<file path="config.mk">
export PLATFORM = sky130hd
export DESIGN_NAME = tmr_channel
export DESIGN_NICKNAME = d
export VERILOG_FILES = /design/src/rtl/tmr_pkg.sv /design/src/rtl/tmr_counter.sv /design/src/rtl/tmr_in_sync.sv /design/src/rtl/tmr_flag.sv /design/src/rtl/tmr_channel.sv
export SDC_FILE = /design/constraint.sdc
export NUM_CORES = 1
export LEC_CHECK = 0
export ABC_CLOCK_PERIOD_IN_PS = 3000
export BUFFER_PORTS_ARGS = -buffer_cell sky130_fd_sc_hd__buf_4
export CAP_MARGIN = 0
export CORE_MARGIN = 10
export CORE_UTILIZATION = 50
export DETAILED_ROUTE_END_ITERATION = 10
export PLACE_DENSITY_LB_ADDON = 0.1
export SYNTH_ARGS = -nofsm -noshare
export SYNTH_HDL_FRONTEND = slang
export SYNTH_SLANG_ARGS = --single-unit
</file>
<file path="constraint.sdc">
create_clock -name clk_i -period 3 [get_ports clk_i]
set_input_delay 0.3 -clock clk_i [delete_from_list [all_inputs] [get_ports clk_i]]
set_output_delay 0.3 -clock clk_i [all_outputs]
set_load 0.02 [all_outputs]
</file>
<file path="src/rtl/tmr_pkg.sv">
package tmr_pkg;
  typedef enum logic [1:0] {
    MODE_CAP  = 2'd0,
    MODE_CMP  = 2'd1,
    MODE_EPWM = 2'd2,
    MODE_CPWM = 2'd3
  } tmr_mode_e;

  typedef enum logic [1:0] {
    EDGE_OFF  = 2'd0,
    EDGE_RISE = 2'd1,
    EDGE_FALL = 2'd2,
    EDGE_ANY  = 2'd3
  } tmr_edge_e;

  typedef struct packed {
    logic      ovf_ie;
    logic      ch_ie;
    tmr_edge_e edge_sel;
    tmr_mode_e mode;
  } tmr_ctl_t;

  localparam int unsigned CTL_W   = $bits(tmr_ctl_t);
  localparam int unsigned REG_MOD = 0;
  localparam int unsigned REG_VAL = 1;
  localparam int unsigned REG_CTL = 2;
  localparam int unsigned REG_STS = 3;
  localparam int unsigned FLAG_CH  = 0;
  localparam int unsigned FLAG_OVF = 1;
  localparam int unsigned NFLAG    = 2;
endpackage

</file>
<file path="src/rtl/tmr_counter.sv">
module tmr_counter #(
  parameter int unsigned CNT_W = 16
) (
  input  logic             clk_i,
  input  logic             rst_ni,
  input  logic             center_i,
  input  logic [CNT_W-1:0] mod_i,
  output logic [CNT_W-1:0] cnt_o,
  output logic             wrap_o
);
  localparam logic [CNT_W-1:0] ONE = CNT_W'(1);

  logic [CNT_W-1:0] cnt_q, cnt_d;
  logic             down_q, down_d;

  always_comb begin
    cnt_d  = cnt_q;
    down_d = down_q;
    wrap_o = 1'b0;
    if (mod_i == '0) begin
      cnt_d  = '0;
      down_d = 1'b0;
      wrap_o = 1'b1;
    end else if (!center_i) begin
      down_d = 1'b0;
      if (cnt_q >= mod_i) begin
        cnt_d  = '0;
        wrap_o = 1'b1;
      end else begin
        cnt_d = cnt_q + ONE;
      end
    end else if (!down_q) begin
      // top of the triangle: overflow on modulus -> modulus-1
      if (cnt_q >= mod_i) begin
        down_d = 1'b1;
        cnt_d  = cnt_q - ONE;
        wrap_o = 1'b1;
      end else begin
        cnt_d = cnt_q + ONE;
      end
    end else begin
      if (cnt_q == '0) begin
        down_d = 1'b0;
        cnt_d  = ONE;
      end else begin
        cnt_d = cnt_q - ONE;
      end
    end
  end

  always_ff @(posedge clk_i or negedge rst_ni) begin
    if (!rst_ni) begin
      cnt_q  <= '0;
      down_q <= 1'b0;
    end else begin
      cnt_q  <= cnt_d;
      down_q <= down_d;
    end
  end

  assign cnt_o = cnt_q;
endmodule

</file>
<file path="src/rtl/tmr_in_sync.sv">
module tmr_in_sync
  import tmr_pkg::*;
#(
  parameter int unsigned STAGES = 2
) (
  input  logic      clk_i,
  input  logic      rst_ni,
  input  logic      pin_i,
  input  tmr_edge_e edge_sel_i,
  output logic      hit_o
);
  logic [STAGES-1:0] sync_q;
  logic              last_q;
  logic              rise, fall;

  always_ff @(posedge clk_i or negedge rst_ni) begin
    if (!rst_ni) begin
      sync_q <= '0;
      last_q <= 1'b0;
    end else begin
      sync_q <= {sync_q[STAGES-2:0], pin_i};
      last_q <= sync_q[STAGES-1];
    end
  end

  assign rise = sync_q[STAGES-1] & ~last_q;
  assign fall = ~sync_q[STAGES-1] & last_q;

  always_comb begin
    unique case (edge_sel_i)
      EDGE_RISE: hit_o = rise;
      EDGE_FALL: hit_o = fall;
      EDGE_ANY:  hit_o = rise | fall;
      default:   hit_o = 1'b0;
    endcase
  end
endmodule

</file>
<file path="src/rtl/tmr_flag.sv">
module tmr_flag (
  input  logic clk_i,
  input  logic rst_ni,
  input  logic evt_i,
  input  logic rd_sts_i,
  input  logic clr_req_i,
  output logic flag_o
);
  logic flag_q, arm_q, clr;

  assign clr = clr_req_i & arm_q;

  always_ff @(posedge clk_i or negedge rst_ni) begin
    if (!rst_ni) begin
      flag_q <= 1'b0;
      arm_q  <= 1'b0;
    end else begin
      flag_q <= evt_i | (flag_q & ~clr);
      // a fresh event disarms so the pending write cannot drop it
      if (evt_i || clr)             arm_q <= 1'b0;
      else if (rd_sts_i && flag_q)  arm_q <= 1'b1;
    end
  end

  assign flag_o = flag_q;
endmodule

</file>
<file path="src/rtl/tmr_channel.sv">
module tmr_channel
  import tmr_pkg::*;
#(
  parameter int unsigned CNT_W       = 16,
  parameter int unsigned ADDR_W      = 2,
  parameter int unsigned SYNC_STAGES = 2
) (
  input  logic              clk_i,
  input  logic              rst_ni,
  input  logic              wr_en_i,
  input  logic              rd_en_i,
  input  logic [ADDR_W-1:0] addr_i,
  input  logic [CNT_W-1:0]  wdata_i,
  output logic [CNT_W-1:0]  rdata_o,
  input  logic              pin_i,
  output logic              pin_o,
  output logic              pin_oe_o,
  output logic              irq_o
);
  localparam logic [ADDR_W-1:0] A_MOD = ADDR_W'(REG_MOD);
  localparam logic [ADDR_W-1:0] A_VAL = ADDR_W'(REG_VAL);
  localparam logic [ADDR_W-1:0] A_CTL = ADDR_W'(REG_CTL);
  localparam logic [ADDR_W-1:0] A_STS = ADDR_W'(REG_STS);

  logic [CNT_W-1:0] mod_q, val_q, cnt;
  tmr_ctl_t         ctl_q;
  logic             oc_q;
  logic             wrap, edge_hit, is_cap, match, cap_evt, ch_evt;
  logic             rd_sts, wr_sts;
  logic [NFLAG-1:0] evt, flag;

  tmr_counter #(.CNT_W(CNT_W)) u_cnt (
    .clk_i    (clk_i),
    .rst_ni   (rst_ni),
    .center_i (ctl_q.mode == MODE_CPWM),
    .mod_i    (mod_q),
    .cnt_o    (cnt),
    .wrap_o   (wrap)
  );

  tmr_in_sync #(.STAGES(SYNC_STAGES)) u_sync (
    .clk_i      (clk_i),
    .rst_ni     (rst_ni),
    .pin_i      (pin_i),
    .edge_sel_i (ctl_q.edge_sel),
    .hit_o      (edge_hit)
  );

  assign is_cap  = (ctl_q.mode == MODE_CAP);
  assign match   = (cnt == val_q);
  assign cap_evt = is_cap & edge_hit;
  assign ch_evt  = cap_evt | (~is_cap & match);
  assign rd_sts  = rd_en_i & (addr_i == A_STS);
  assign wr_sts  = wr_en_i & (addr_i == A_STS);

  assign evt[FLAG_CH]  = ch_evt;
  assign evt[FLAG_OVF] = wrap;

  for (genvar g = 0; g < NFLAG; g++) begin : g_flag
    tmr_flag u_flag (
      .clk_i     (clk_i),
      .rst_ni    (rst_ni),
      .evt_i     (evt[g]),
      .rd_sts_i  (rd_sts),
      .clr_req_i (wr_sts & ~wdata_i[g]),
      .flag_o    (flag[g])
    );
  end

  always_ff @(posedge clk_i or negedge rst_ni) begin
    if (!rst_ni) begin
      mod_q <= '1;
      val_q <= '0;
      ctl_q <= '0;
      oc_q  <= 1'b0;
    end else begin
      if (wr_en_i && addr_i == A_MOD) mod_q <= wdata_i;
      if (cap_evt)                         val_q <= cnt;
      else if (wr_en_i && addr_i == A_VAL) val_q <= wdata_i;
      if (wr_en_i && addr_i == A_CTL) ctl_q <= tmr_ctl_t'(wdata_i[CTL_W-1:0]);
      if (ctl_q.mode == MODE_CMP && match) oc_q <= ~oc_q;
    end
  end

  always_comb begin
    unique case (ctl_q.mode)
      MODE_CMP:             pin_o = oc_q;
      MODE_EPWM, MODE_CPWM: pin_o = (cnt < val_q);
      default:              pin_o = 1'b0;
    endcase
  end

  assign pin_oe_o = ~is_cap;
  assign irq_o    = (flag[FLAG_CH] & ctl_q.ch_ie) | (flag[FLAG_OVF] & ctl_q.ovf_ie);

  always_comb begin
    unique case (addr_i)
      A_MOD:   rdata_o = mod_q;
      A_VAL:   rdata_o = val_q;
      A_CTL:   rdata_o = CNT_W'(ctl_q);
      default: rdata_o = CNT_W'(flag);
    endcase
  end
endmodule

</file>
# Word-level counts from Yosys, hierarchy flattened
# Index checks and enable logic that the tools add are counted.
[op_classes] addsub=2 magnitude_cmp=2 n_eq_ne=10 n_mux=23 n_bitwise=27 reduce_logical=16
[op_table] cell="16-bit 2-to-1 mux" count=8
[op_table] cell="16-bit one-hot mux with 3 select lines" count=1
[op_table] cell="16-bit zero test" count=2
[op_table] cell="16-bit by 1-bit adder with 16-bit output, second input constant" count=1
[op_table] cell="16-bit == test" count=1
[op_table] cell="16-bit >= comparator" count=1
[op_table] cell="16-bit less-than comparator" count=1
[op_table] cell="16-bit by 1-bit subtractor with 16-bit output, second input constant" count=1
[op_table] cell="1-bit AND" count=14
[op_table] cell="2-bit == test, second input constant" count=6
[op_table] cell="1-bit 2-to-1 mux" count=12
[op_table] cell="1-bit NOT" count=8
[op_table] cell="2-bit by 1-bit == test with 1-bit output, second input constant" count=3
[op_table] cell="1-bit logical AND" count=6
[op_table] cell="2-bit nonzero test" count=3
[op_table] cell="1-bit OR" count=5
[op_table] cell="2-bit zero test" count=2
[op_table] cell="1-bit one-hot mux with 3 select lines" count=1
[op_table] cell="1-bit logical OR" count=2
[op_table] cell="1-bit one-hot mux with 2 select lines" count=1
[op_table] cell="2-bit OR reduction" count=1
[word_totals] ff_bits=63 inputBits=23

# Depth between registers and ports, before layout
[depth] ltp_word=8 depth_mapped=9 ltp_nobuf=8

# Hierarchy
# A second synthesis with hierarchy kept.
[unflattened] hier_cells=469 area_unflattened_um2=4558.1
[modules_own_cells] module="tmr_channel" n_inst=1 cells_per_inst=226 area_per_inst_um2=2401.1
[modules_own_cells] module="tmr_counter" n_inst=1 cells_per_inst=217 area_per_inst_um2=1863.0
[modules_own_cells] module="tmr_flag" n_inst=2 cells_per_inst=7 area_per_inst_um2=80.1
[modules_own_cells] module="tmr_in_sync" n_inst=1 cells_per_inst=12 area_per_inst_um2=133.9

# Least setup slack after synthesis
# No wires, ideal clock.
[synth_path] path_type="reg-to-reg" startpoint="register mod_q[15]" endpoint="register u_cnt.cnt_q[8] (netlist: u_cnt.cnt_o[8])" setup_time_ns=0.132 arrival_time_ns=2.342 setup_slack_ns=0.526 stages_incl_launch_ff=10 path_buffers=1 path_cell_list="dfstp_2 -> inv_1 -> ha_1 -> and4_1 -> nand4_1 -> or4_4 -> and4_1 -> clkbuf_1 -> a31oi_1 -> a32oi_1"
[synth_via] elab_chain_len=5 elab_cells_between_ends=7
[synth_rtl] element="from (decl)" line_no="tmr_channel.sv:25" source="logic [CNT_W-1:0] mod_q, val_q, cnt;"
[synth_rtl] element="from (signal assigned)" line_no="tmr_channel.sv:77" source="if (wr_en_i && addr_i == A_MOD) mod_q <= wdata_i;"
[synth_rtl] element="16-bit >= comparator" line_no="tmr_counter.sv:26, tmr_counter.sv:34"
[synth_rtl] element="16-bit 2-to-1 mux" line_no="tmr_counter.sv:34" source="if (cnt_q >= mod_i) begin"
[synth_rtl] element="16-bit 2-to-1 mux" line_no="tmr_counter.sv:32" source="end else if (!down_q) begin"
[synth_rtl] element="16-bit 2-to-1 mux" line_no="tmr_counter.sv:24" source="end else if (!center_i) begin"
[synth_rtl] element="16-bit 2-to-1 mux (*)" line_no="tmr_counter.sv:20" source="if (mod_i == '0) begin"
[synth_rtl] element="net u_cnt.cnt_d[8]" line_no="tmr_counter.sv:13" source="logic [CNT_W-1:0] cnt_q, cnt_d;"
[synth_rtl] element="to (signal assigned)" line_no="tmr_counter.sv:56" source="cnt_q <= cnt_d;"
[synth_rtl] element="to (decl)" line_no="tmr_counter.sv:13"
# The timed path passes the listed nets; every way through them passes the cells marked *.
# A chain may end at the register's enable or synchronous reset.

# Worst setup path in the final report
[layout_path] startpoint="register u_cnt.cnt_q[8] (netlist: u_cnt.cnt_o[8])" endpoint="output pin_o"
[layout_via] elab_chain_len=2
[layout_rtl] element="16-bit less-than comparator" line_no="tmr_channel.sv:88" source="MODE_EPWM, MODE_CPWM: pin_o = (cnt < val_q);"
[layout_rtl] element="1-bit one-hot mux with 2 select lines" line_no="tmr_channel.sv:86" source="unique case (ctl_q.mode)"
[layout_rtl] element="to (decl)" line_no="tmr_channel.sv:16" source="output logic pin_o,"
# Every way passes these cells.

==> out/metrics.cfg <==
[layout]
fillers = 789
regArea_mm2 = 0.00160
nNetsFinal = 605
multi_input_area_mm2 = 0.00261
fin_util = 0.594
drive_gt1_frac = 0.195
instances_no_fill = 658
postLayoutCellArea_mm2 = 0.00516
num_antenna_cells = 0
area_growth_pct = 15.8

[timing]
fin_skew_ns = 0.00907
setup_tns_ns = 0
maxSlewHeadroom = 0.253
slew_violations = 0
rsz0062_at_grt = false
worst_hold_slack_ns = 0.0436
final-setup-viol-count = 0
fmax_ghz = 0.350
hold_violations = 0
min_period_ns = 2.86
min_period_over_period = 0.952
worstMarginPinSlew_ns = 1.11

[drt]
drc = 0
wl_per_cell_um = 18.7
drt_wl_total_um = 12300
vias = 3935
firstDrtPassIters = 5
drt_iter0_markers = 278
ant_nets = 0
viasPerCell = 5.98

[critical_path]
crit_family = compound AO/OA/AOI/OAI gates
path_common_cell = a21o_1
slowest_stage = dfrtp_1
worst-setup-path-type = register to output pin
critical_path_buf_inv_count = 1
worstPathArrival_ns = 2.56
cp_slowest_stage_delay_ns = 0.53
crit_fanout = 10
cp-end-kind = output pin
cp.required_ns = 2.70
crit_chain = ha_1 -> a21o_1 -> a21o_1 -> a21oi_1 -> o2111ai_1 -> a311o_1 -> o211ai_1 -> buf_4
critPathLaunchType = register

[floorplanning]
pin_count = 42
core_area_mm2 = 0.00868
num_rows = 34
die_w_um = 114
dieHeight_um = 114
start_util = 0.513
fp.dieArea_mm2 = 0.0131

[yosys]
syn_avg_cell_area_um2 = 8.91
netlist_instances = 500
yosys-top-cells-count = nand2_1 (58), dfrtp_1 (47), o21ai_0 (45), inv_1 (43), ha_1 (37)
ys.flop_type = dfrtp_1
synth_area_leader_cell = dfrtp_1
yosysSeqAreaShare = 0.358
synth_edf_count = 0
yosys_warnings = 0
ys_ff_latch = 63
async_flop_share = 1.00
syn-cell-area_mm2 = 0.00446
synthTopCellsByArea = dfrtp_1 (26%), ha_1 (10%), dfstp_2 (9.4%), mux2i_1 (7.0%), o21ai_0 (5.1%)
synth_top_area_frac = 0.264
netlist-cell-type-count = 55
synth_nets = 560
synth.most_common_cell = nand2_1

[clocking]
cts.sinks = 63
cts_buffer_depth = 2
cts_buffers = 9
clk_pin_slew_ns = 0.07
cts_setup_buffers = 0
cts_hold_buffers = 0
clock-root-buffer = clkbuf_8
clk-insertion-delay-late_ns = 0.35
cts_tree = yes
htreeDepth = 3
cts_resized = 0

[global_routing]
antenna_found_initial = 0
grt-ovfl-total = 0
grt_pass1_wl_um = 20400
grtUsageTotal = 0.194
grt_pass1_vias = 3914
grt_max_degree = 64

[placement]
numPlacedInstances = 642
dpl.hpwl_um = 9310
gp_congestion = 0.904
placed_cell_area_mm2 = 0.00493
numPortBuffers = 41

[power]
max-vdd-ir-drop_mv = 0.379
power_density_mw_per_mm2 = 697
leakage_uw = 0.00249

[worst_hold_path]
hold_class = primary input to asynchronous set/reset pin

[flow_run]
maxCapViolCount = 0

[outcome]
outcome = completed

stage by stage:
step | total power (µW) | worst slack [ns]
after floorplan | 2230 | 0.526
after global placement | 2680 | 0.280
after detailed placement | 2730 | 0.277
after CTS | 3590 | 0.169
after global routing | 3870 | 0.0257
final | 3590 | 0.143
layer usage:
metal,up-vias,part of all wire,track usage
met2,124,0.47,0.304
met1,1913,0.46,0.260
met5,-,0,0
met4,0,0.015,0.0602
li1,1883,-,-
met3,15,0.060,0.0435
logic make-up after synthesis:
family	Yosys count	synth area share
AO/OA/AOI/OAI	101	0.147
XOR/XNOR	15	0.0295
adder cells (fa/ha/maj)	37	0.104
buffers and inverters	67	0.0584
flip-flops	63	0.358
multiplexers	40	0.0974
AND/OR/NAND/NOR	177	0.206
layout make-up:
class / count / area share
multi-input combinational: 370 / 0.505
clock buffer: 13 / 0.0308
sequential: 63 / 0.309
inverter: 43 / 0.0313
clock inverter: 3 / 0.0126
timing repair buffer: 58 / 0.0844
tap: 108 / 0.0262
cell usage in the layout, fill, tap and decap left out, drive strengths merged, types with 3 or more instances in the layout:
cell type  count
o2111ai        4
nor4           8
a32oi          4
mux2           7
or4            3
xnor2          8
nand3b         3
nand2b         3
nor2          24
nand3         16
nand4         17
ha            37
o211ai         4
nand2         58
xor2           7
dfstp         16
a21oi         18
inv           43
buf           58
o21ai         45
nor3          14
a21o           7
dfrtp         47
nor3b          4
nor2b          5
and2           3
mux2i         31
o21a           3
and3           9
clkbuf        13
and4           5
path summary, 6_finish.rpt:
kind / from / slack (ns) / endpoint / cells after the start
setup / recovery: u_cnt.cnt_o[8] / 0.14 / pin_o / 8
hold / removal: rst_ni / 0.04 / u_sync.last_q / 1
setup reg to reg: mod_q[13] / 0.22 / u_cnt.cnt_o[8] / 9
hold reg to reg: u_sync.sync_q[0] / 0.36 / u_sync.sync_q[1] / 0
max in group asynchronous: rst_ni / 2.43 / u_cnt.cnt_o[12] / 1
min in group clk_i: pin_i / 0.05 / u_sync.sync_q[0] / 1
state kept, by name (all words and copies together) (netlist names), 2 cells and up:
register	flops
g_flag.u_flag.arm_q	2
ctl_q	6
g_flag.u_flag.flag_o	2
val_q	16
u_cnt.cnt_o	16
mod_q	16
u_sync.sync_q	2
report_power, final:
group	switching (µW)	internal, µW
combinational	765	627
sequential	244	1090
clock	355	513
(Power assumes the default switching activity.)
